## config.mk

```make
export PLATFORM = sky130hd
export DESIGN_NAME = fault_escalate_unit
export DESIGN_NICKNAME = d
export VERILOG_FILES = /design/src/rtl/fe_pkg.sv /design/src/rtl/fe_decide.sv /design/src/rtl/fe_pend_table.sv /design/src/rtl/fe_status.sv /design/src/rtl/fault_escalate_unit.sv
export SDC_FILE = /design/constraint.sdc
export NUM_CORES = 1
export LEC_CHECK = 0
export ABC_AREA = 1
export BUFFER_PORTS_ARGS = -buffer_cell sky130_fd_sc_hd__buf_2
export CORE_MARGIN = 10
export CORE_UTILIZATION = 40
export CTS_BUF_LIST = sky130_fd_sc_hd__clkbuf_16
export DETAILED_ROUTE_END_ITERATION = 12
export GPL_TIMING_DRIVEN = 0
export PLACE_DENSITY = 0.72
export SLEW_MARGIN = 20
export SYNTH_ARGS = -nofsm -noshare
export SYNTH_HDL_FRONTEND = slang
export SYNTH_SLANG_ARGS = --single-unit
export TNS_END_PERCENT = 1
```

## constraint.sdc

```tcl
create_clock -name clk -period 4.4 [get_ports clk]
set_clock_uncertainty 0.05 [all_clocks]
set_input_delay 0.88 -clock clk [delete_from_list [all_inputs] [get_ports clk]]
set_output_delay 0.88 -clock clk [all_outputs]
set_load 0.02 [all_outputs]
```

## src/rtl/fe_pkg.sv

```systemverilog
package fe_pkg;

    localparam int HARD_NUM   = 3;
    localparam int WINDOW_END = 14;
    localparam int FORCED_POS = 30;

    typedef enum logic [1:0] {
        ACT_IGNORE   = 2'd0,
        ACT_AS_IS    = 2'd1,
        ACT_ESCALATE = 2'd2,
        ACT_LOCKUP   = 2'd3
    } fe_act_e;

    typedef struct packed {
        fe_act_e act;
        logic    set_pend;
        logic    set_forced;
        logic    set_lock;
    } fe_decision_t;

    function automatic fe_decision_t decode_act(input fe_act_e a);
        fe_decision_t d;
        d.act        = a;
        d.set_pend   = (a == ACT_AS_IS) || (a == ACT_ESCALATE);
        d.set_forced = (a == ACT_ESCALATE);
        d.set_lock   = (a == ACT_LOCKUP);
        return d;
    endfunction

endpackage

```

## src/rtl/fe_decide.sv

```systemverilog
module fe_decide
    import fe_pkg::*;
#(
    parameter int NUM_EXC = 32,
    parameter int EXC_W   = 6,
    parameter int PRIO_W  = 10
) (
    input  logic                     req_valid,
    input  logic [EXC_W-1:0]         req_num,
    input  logic                     req_enabled,
    input  logic signed [PRIO_W-1:0] req_prio,
    input  logic signed [PRIO_W-1:0] exec_prio,
    output fe_decision_t             dec,
    output logic [EXC_W-1:0]         tgt_num
);

    localparam logic [EXC_W:0]   LIMIT  = (EXC_W+1)'(NUM_EXC);
    localparam logic [EXC_W-1:0] HARD_N = EXC_W'(HARD_NUM);
    localparam logic [EXC_W-1:0] WEND_N = EXC_W'(WINDOW_END);

    logic    in_range;
    logic    in_window;
    logic    blocked;
    fe_act_e act;

    assign in_range  = (req_num != '0) && ({1'b0, req_num} < LIMIT);
    assign in_window = (req_num >= HARD_N) && (req_num < WEND_N);
    assign blocked   = (req_prio >= exec_prio) || !req_enabled;

    always_comb begin
        act     = ACT_IGNORE;
        tgt_num = req_num;
        if (req_valid && in_range) begin
            if (in_window && blocked) begin
                if (exec_prio[PRIO_W-1]) begin
                    act = ACT_LOCKUP;
                end else begin
                    act     = ACT_ESCALATE;
                    tgt_num = HARD_N;
                end
            end else begin
                act = ACT_AS_IS;
            end
        end
    end

    assign dec = decode_act(act);

endmodule

```

## src/rtl/fe_pend_table.sv

```systemverilog
module fe_pend_table #(
    parameter int NUM_EXC = 32,
    parameter int EXC_W   = 6
) (
    input  logic               clk,
    input  logic               rst,
    input  logic               set_valid,
    input  logic [EXC_W-1:0]   set_num,
    input  logic               clr_valid,
    input  logic [EXC_W-1:0]   clr_num,
    output logic [NUM_EXC-1:0] pend_vec,
    output logic               pend_new,
    output logic [EXC_W-1:0]   pend_num
);

    logic [NUM_EXC-1:0] set_hit;

    for (genvar i = 0; i < NUM_EXC; i++) begin : g_slot
        logic clr_hit;
        assign set_hit[i] = set_valid && (set_num == EXC_W'(i));
        assign clr_hit    = clr_valid && (clr_num == EXC_W'(i));
        always_ff @(posedge clk) begin
            if (rst) begin
                pend_vec[i] <= 1'b0;
            end else if (set_hit[i]) begin
                pend_vec[i] <= 1'b1;
            end else if (clr_hit) begin
                pend_vec[i] <= 1'b0;
            end
        end
    end

    always_ff @(posedge clk) begin
        if (rst) begin
            pend_new <= 1'b0;
            pend_num <= '0;
        end else begin
            pend_new <= |(set_hit & ~pend_vec);
            if (set_valid) begin
                pend_num <= set_num;
            end
        end
    end

endmodule

```

## src/rtl/fe_status.sv

```systemverilog
module fe_status
    import fe_pkg::*;
#(
    parameter int STAT_W = 32
) (
    input  logic              clk,
    input  logic              rst,
    input  logic              set_forced,
    input  logic              set_lock,
    input  logic              wr,
    input  logic [STAT_W-1:0] wdata,
    output logic [STAT_W-1:0] status,
    output logic              lockup
);

    logic forced_q;

    always_ff @(posedge clk) begin
        if (rst) begin
            forced_q <= 1'b0;
        end else if (set_forced) begin
            forced_q <= 1'b1;
        end else if (wr && wdata[FORCED_POS]) begin
            forced_q <= 1'b0;
        end
    end

    always_ff @(posedge clk) begin
        if (rst) begin
            lockup <= 1'b0;
        end else if (set_lock) begin
            lockup <= 1'b1;
        end
    end

    always_comb begin
        status             = '0;
        status[FORCED_POS] = forced_q;
    end

endmodule

```

## src/rtl/fault_escalate_unit.sv

```systemverilog
module fault_escalate_unit
    import fe_pkg::*;
#(
    parameter int NUM_EXC = 32,
    parameter int EXC_W   = 6,
    parameter int PRIO_W  = 10,
    parameter int STAT_W  = 32
) (
    input  logic                     clk,
    input  logic                     rst,
    input  logic                     req_valid,
    input  logic [EXC_W-1:0]         req_num,
    input  logic                     req_enabled,
    input  logic signed [PRIO_W-1:0] req_prio,
    input  logic signed [PRIO_W-1:0] exec_prio,
    input  logic                     clr_valid,
    input  logic [EXC_W-1:0]         clr_num,
    input  logic                     stat_wr,
    input  logic [STAT_W-1:0]        stat_wdata,
    output logic [NUM_EXC-1:0]       pend_vec,
    output logic                     pend_new,
    output logic [EXC_W-1:0]         pend_num,
    output logic [STAT_W-1:0]        hf_status,
    output logic                     lockup
);

    fe_decision_t     dec;
    logic [EXC_W-1:0] tgt_num;

    fe_decide #(
        .NUM_EXC (NUM_EXC),
        .EXC_W   (EXC_W),
        .PRIO_W  (PRIO_W)
    ) u_decide (
        .req_valid   (req_valid),
        .req_num     (req_num),
        .req_enabled (req_enabled),
        .req_prio    (req_prio),
        .exec_prio   (exec_prio),
        .dec         (dec),
        .tgt_num     (tgt_num)
    );

    fe_pend_table #(
        .NUM_EXC (NUM_EXC),
        .EXC_W   (EXC_W)
    ) u_table (
        .clk       (clk),
        .rst       (rst),
        .set_valid (dec.set_pend),
        .set_num   (tgt_num),
        .clr_valid (clr_valid),
        .clr_num   (clr_num),
        .pend_vec  (pend_vec),
        .pend_new  (pend_new),
        .pend_num  (pend_num)
    );

    fe_status #(
        .STAT_W (STAT_W)
    ) u_status (
        .clk        (clk),
        .rst        (rst),
        .set_forced (dec.set_forced),
        .set_lock   (dec.set_lock),
        .wr         (stat_wr),
        .wdata      (stat_wdata),
        .status     (hf_status),
        .lockup     (lockup)
    );

endmodule

```

Word-level counts from Yosys, hierarchy flattened
Index checks and enable logic that the tools add are counted.
- register bits after elaboration: 41
- bits in latches: 0
- memory bits (writable): 0
- ROM bits: 0
- input bits: 70
- output and inout port bits: 72
- word-level logic and storage cells: 288
- memories kept: 0
- $add $sub $neg: 0
- multipliers: 0
- divide/modulo/power cells: 0
- order comparisons: 4
- eq/ne operators: 65
- shifts and indexed selects: 0
- muxes and demuxes: 72
- bitwise gates (word level): 2
- reduce and logical (&&, ||, !) cells: 109
- operators by type and width (kind ; number):
    $eq 6x5->1 const B ; 32
    $eq 6x4->1 const B ; 16
    $logic_and 1x1->1 ; 69
    $mux 1 ; 67
    $reduce_bool 2->1 ; 33
    $eq 6x3->1 const B ; 8
    $and 32x32->32 ; 1
    $not 32->32 ; 1
    $reduce_or 32->1 ; 1
    $eq 6x2->1 const B ; 4
    $mux 6 ; 3
    $eq 6x1->1 const B ; 2
    $logic_not 6->1 ; 2
    $ge 10x10->1 ; 1
    $ge 6x2->1 const B ; 1
    $lt 6x4->1 const B ; 1
    $lt 6x6->1 const B ; 1
    $reduce_bool 6->1 ; 1
    $eq 2x2->1 const B ; 2
    $mux 2 ; 2
    $eq 2x1->1 const B ; 1
    $logic_or 1x1->1 ; 2
    $logic_not 1->1 ; 1

Longest topological paths before layout
- depth after elaboration: 10
- mapped depth: 26
- gate-level depth less buffers: 26

Cells and area by module
A second synthesis with hierarchy kept.
- cells, all modules: 486
- area, all modules: 2936.6 um^2
- modules (own cells, without submodules) (module ; instances ; cells each ; area each (um^2)):
    fe_pend_table ; 1 ; 363 ; 2148.3
    fe_decide ; 1 ; 82 ; 476.7
    fe_status ; 1 ; 41 ; 311.5

Least setup slack after synthesis
No wires, ideal clock.
- path type: in2reg
- start: input port exec_prio[9]
- end: register u_table.pend_vec[25]
- setup time: 0.071 ns
- data arrival time: 3.643 ns
- data required time: 4.279 ns
- setup slack: 0.636 ns
- cell stages on the path: 20
- cell sequence: inv_1 ha_1 nand2_1 nor2_2 nand3_1 nand3_1 nand2_1 nand3_1 nand2_1 o21ai_0 inv_1 ha_1 inv_1 nor2_1 inv_1 nor2_1 clkbuf_1 clkbuf_1 nand2_1 a21oi_1
- word-level cells in the longest chain between the ends: 9
- RTL lines (what ; RTL line ; RTL):
    from (decl) ; fault_escalate_unit.sv:15 ; input logic signed [PRIO_W-1:0] exec_prio,
    $ge 10x10->1 ; fe_decide.sv:28 ; assign blocked = (req_prio >= exec_prio) || !req_enabled;
    $logic_or 1x1->1 ; fe_decide.sv:28 ;
    $logic_and 1x1->1 ; fe_decide.sv:34 ; if (in_window && blocked) begin
    $mux 2 * ; fe_decide.sv:34 ;
    $mux 2 * ; fe_decide.sv:33 ; if (req_valid && in_range) begin
    $eq 2x1->1 / $eq 2x2->1 (equally long branches) ; fe_pkg.sv:24 ; d.set_pend = (a == ACT_AS_IS) || (a == ACT_ESCALATE);
    $logic_or 1x1->1 * ; fe_pkg.sv:24 ;
    via u_table.set_valid ; fe_pend_table.sv:7 ; input logic set_valid,
    $logic_and 1x1->1 * ; fe_pend_table.sv:20 ; assign set_hit[i] = set_valid && (set_num == EXC_W'(i));
    $mux 1 / $reduce_bool 2->1 (equally long branches) ; n/a ;
    to (signal, indexed assignment) ; fe_pend_table.sv:24 ; pend_vec[i] <= 1'b0;
    to (signal, indexed assignment) ; fe_pend_table.sv:26 ; pend_vec[i] <= 1'b1;
    to (signal, indexed assignment) ; fe_pend_table.sv:28 ; pend_vec[i] <= 1'b0;
    to (decl) ; fe_pend_table.sv:11 ; output logic [NUM_EXC-1:0] pend_vec,
Mark *: on every way through the listed nets, which the timed path passes. The rest lies on a longest branch.
A chain may end at the register's enable or synchronous reset.

Worst setup path after layout
- start: input port exec_prio[9]
- end: register u_table.pend_vec[26]
The elaborated chain is that of the path after synthesis.

==> metrics.md <==
| Metric | Value |
|---|---|
| CP Buf/Inv Count | `7` |
| Max-slew violation count | `0` |
| Final hold viol count | `0` |
| Dpl ws | `-0.4263 ns` |
| Count of cell types in the netlist | `30` |
| MaxCap Viol Count | `0` |
| Cell family contributing the most delay on the critical path | `simple AND/OR/NAND/NOR gates` |
| Total GRT Usage | `16.00%` |
| Top sig layer | `met4` |
| Die area | `10990 µm²` |
| Number of global-route vias before repair | `3074` |
| DR WL met3 | `797 µm` |
| Setup WS post-layout | `0.4017 ns` |
| Final cycle utilization of the critical path | `90.87%` |
| Max frequency | `250.1 MHz` |
| CTS clk-pin slew, worst paths | `0.06 ns` |
| Synth top area share | `28.50%` |
| First-pass GRT wire length | `14720 µm` |
| Post-DP HPWL | `7376 µm` |
| ANT cells | `0` |
| Layout fillers | `759` |
| TritonRoute pass-1 iters | `5` |
| PwrDens | `250.9 nW/µm²` |
| Setup CP Type | `in -> reg` |
| Largest net degree at the start of global routing | `13` |
| Top cells by area, synth | `dfxtp_1 (28%), nand2_1 (12%), a21oi_1 (8.7%)` |
| Nets | `642` |
| H-tree levels | `2` |
| CP required | `4.54 ns` |
| Min cycle time layout | `3.998 ns` |
| Number of buffers created by CTS | `5` |
| Peak supply drop | `0.2444 mV` |
| Clk sink count | `41` |
| Synth-to-layout area growth | `27.28%` |
| Chip height | `104.9 µm` |
| Min Hold Slack | `0.4239 ns` |
| Syn_area_per_cell | `6.487 µm²` |
| Initial core utilization | `41.70%` |
| Static Leak | `1.898 nW` |
| Vias/cell | `4.609` |
| Drt total wl | `9006 µm` |
| Num rows | `30` |
| RSZ-0062 raised after global routing | `no` |
| #FFs+latches synth | `41` |
| Critical path arrival | `4.13 ns` |
| Layout cell share with drive strength beyond 1 | `27.09%` |
| Status | `finished, final reports clean` |
| Setup TNS | `0 ns` |
| ANT nets after route | `0` |
| Final total power | `0.9199 mW` |
| PortBufs | `79` |
| Commonest cells after routing, fill and taps aside | `nand2_1 (95), buf_2 (79), nor2_1 (64)` |
| CTS max path bufs | `2` |
| Die Width | `104.9 µm` |
| TritonCTS clock tree | `yes` |
| Critical-path top delay cell | `ha_1` |
| Final Setup Violations | `0` |
| Register area share after synthesis | `28.50%` |
| Worst setup SP type | `primary input` |
| Worst hold path class | `reg -> reg` |
| 1st-iter DRT viols | `171` |
| Critical Path Max Stage Delay | `0.33 ns` |
| Total setup buffers inserted after CTS | `0` |
| CP cell instances | `buf_2 > inv_1 > ha_1 > nand2_1 > nor2_2 > nand3_1 > nand3_1 > nand2_1 > nand3_1 > nand2_1 > o21ai_0 > inv_1 > ha_1 > inv_1 > nor2_1 > inv_1 > nor2_4 > clkbuf_2 > clkbuf_2 > nand2_1 > a21oi_1` |
| Crit path max fanout | `10` |
| DRC | `0` |
| Clock Latency Late Sink | `0.28 ns` |
| Clock root cell | `clkbuf_16` |
| GR Overflow Total | `0` |
| Setup crit end kind | `flip-flop` |
| Cts hold-fix bufs | `0` |
| Worst Max-Slew Pin Slew | `0.6991 ns` |
| Register-to-register setup slack | `3.24 ns` |
| Synth area leader | `dfxtp_1` |
| Commonest non-fill, non-tap cell in the layout | `nand2_1` |
| Syn. warnings | `0` |
| RePlAce Congestion | `0.8970` |
| Initial antenna violation count | `0` |
| Relative slew slack | `53.22%` |
| Vias | `3028` |
| Ports | `142` |
| Avg WL per Cell | `13.71 µm` |
| Met2 wire length | `4230 µm` |
| Cells after synthesis | `444` |
| Synthesized area | `2880 µm²` |
| Metal-1 WL | `3829 µm` |
| Core box area | `6907 µm²` |
[flip-flops by register name, indices dropped and copies added (netlist names)]
signal and cells:
u_table.pend_vec 32, u_table.pend_num 6, u_status.forced_q 1, u_status.lockup 1
u_table.pend_new 1
[cell usage after synthesis]
library cell	n
clkbuf_1	10
ha_1	12
conb_1	1
nand3_4	3
nand4_2	1
nor2_2	4
inv_1	63
nor3b_1	1
dfxtp_1	41
nor2_4	8
clkinv_1	1
a21oi_1	50
o211ai_1	2
nor2_1	66
a21oi_2	1
nand3b_1	6
nand2_2	1
o21ai_0	5
inv_2	3
o21a_1	4
or2_2	3
nand2_1	95
a22oi_1	1
o22ai_1	1
buf_4	32
a211oi_2	1
buf_6	1
nand4_1	2
nand3_1	23
nand3_2	2
[cell type report]
class                      instances  area, µm²  share of cell area [%]
buffer                            43      294.0                   8.020
clock buffer                       5      125.1                   3.413
clock inverter                     3      12.51                  0.3413
inverter                          67      251.5                   6.860
multi-input combinational        323       1647                   44.91
sequential                        41      820.8                   22.39
tap                               96      120.1                   3.276
timing repair buffer              79      395.4                   10.78
[per-layer routing]
| layer | vias to the layer above | global-route usage [%] |
|---|---|---|
| met1 | 1343 | 19.04 |
| met3 | 10 | 4.791 |
| met5 | - | 0 |
| li1 | 1559 | - |
| met2 | 116 | 27.00 |
| met4 | 0 | 4.804 |
[worst register-to-register path: stages (launching register included)]
cell,delay [ns]
dfxtp_1,0.36
o22ai_1,0.11
inv_1,0.06
nand2_1,0.05
nor2_1,0.09
nand2_1,0.07
nor2_1,0.16
a21oi_2,0.07
[path summary, 6_finish.rpt]
path,end,depth (start not counted),startpoint
worst max-delay path,u_table.pend_vec[26],21,exec_prio[9]
worst min-delay path,u_status.lockup,2,u_status.lockup
worst max register to register,u_table.pend_new,7,u_table.pend_vec[31]
worst min register to register,u_status.lockup,2,u_status.lockup
[per-stage QoR]
stage,utilization [%],cells,area [µm²]
after CTS,52.88,657,3652
after global routing,53.08,657,3666
final,53.08,657,3666
after floorplan,-,474,2993
after global placement,50.80,649,3508
after detailed placement,50.87,649,3513
[where the power goes]
part           total (mW)  internal, mW  switching [mW]  leakage, nW
registers           0.381         0.378         0.00313        0.332
clock network       0.353         0.205           0.147       0.0687
logic               0.186        0.0652           0.121         1.50
total               0.920         0.649           0.271         1.90
[logic make-up after synthesis]
kind of cell	after synthesis	synth area share (%)
AOI/OAI and AO/OA	65	12.34
adders and majority gates	12	5.213
buffers and inverters	110	18.77
DFF	41	28.50
other	1	0.1302
and+or+nand+nor	215	35.06
[repair_timing]
| item | 4_1_cts | 5_1_grt |
|---|---|---|
| endpoints found under the setup margin | 10 | 21 |
| cloned | 0 | 0 |
| resized for setup | 1 | 9 |
Note: power is estimated with default switching activity, not from simulation.
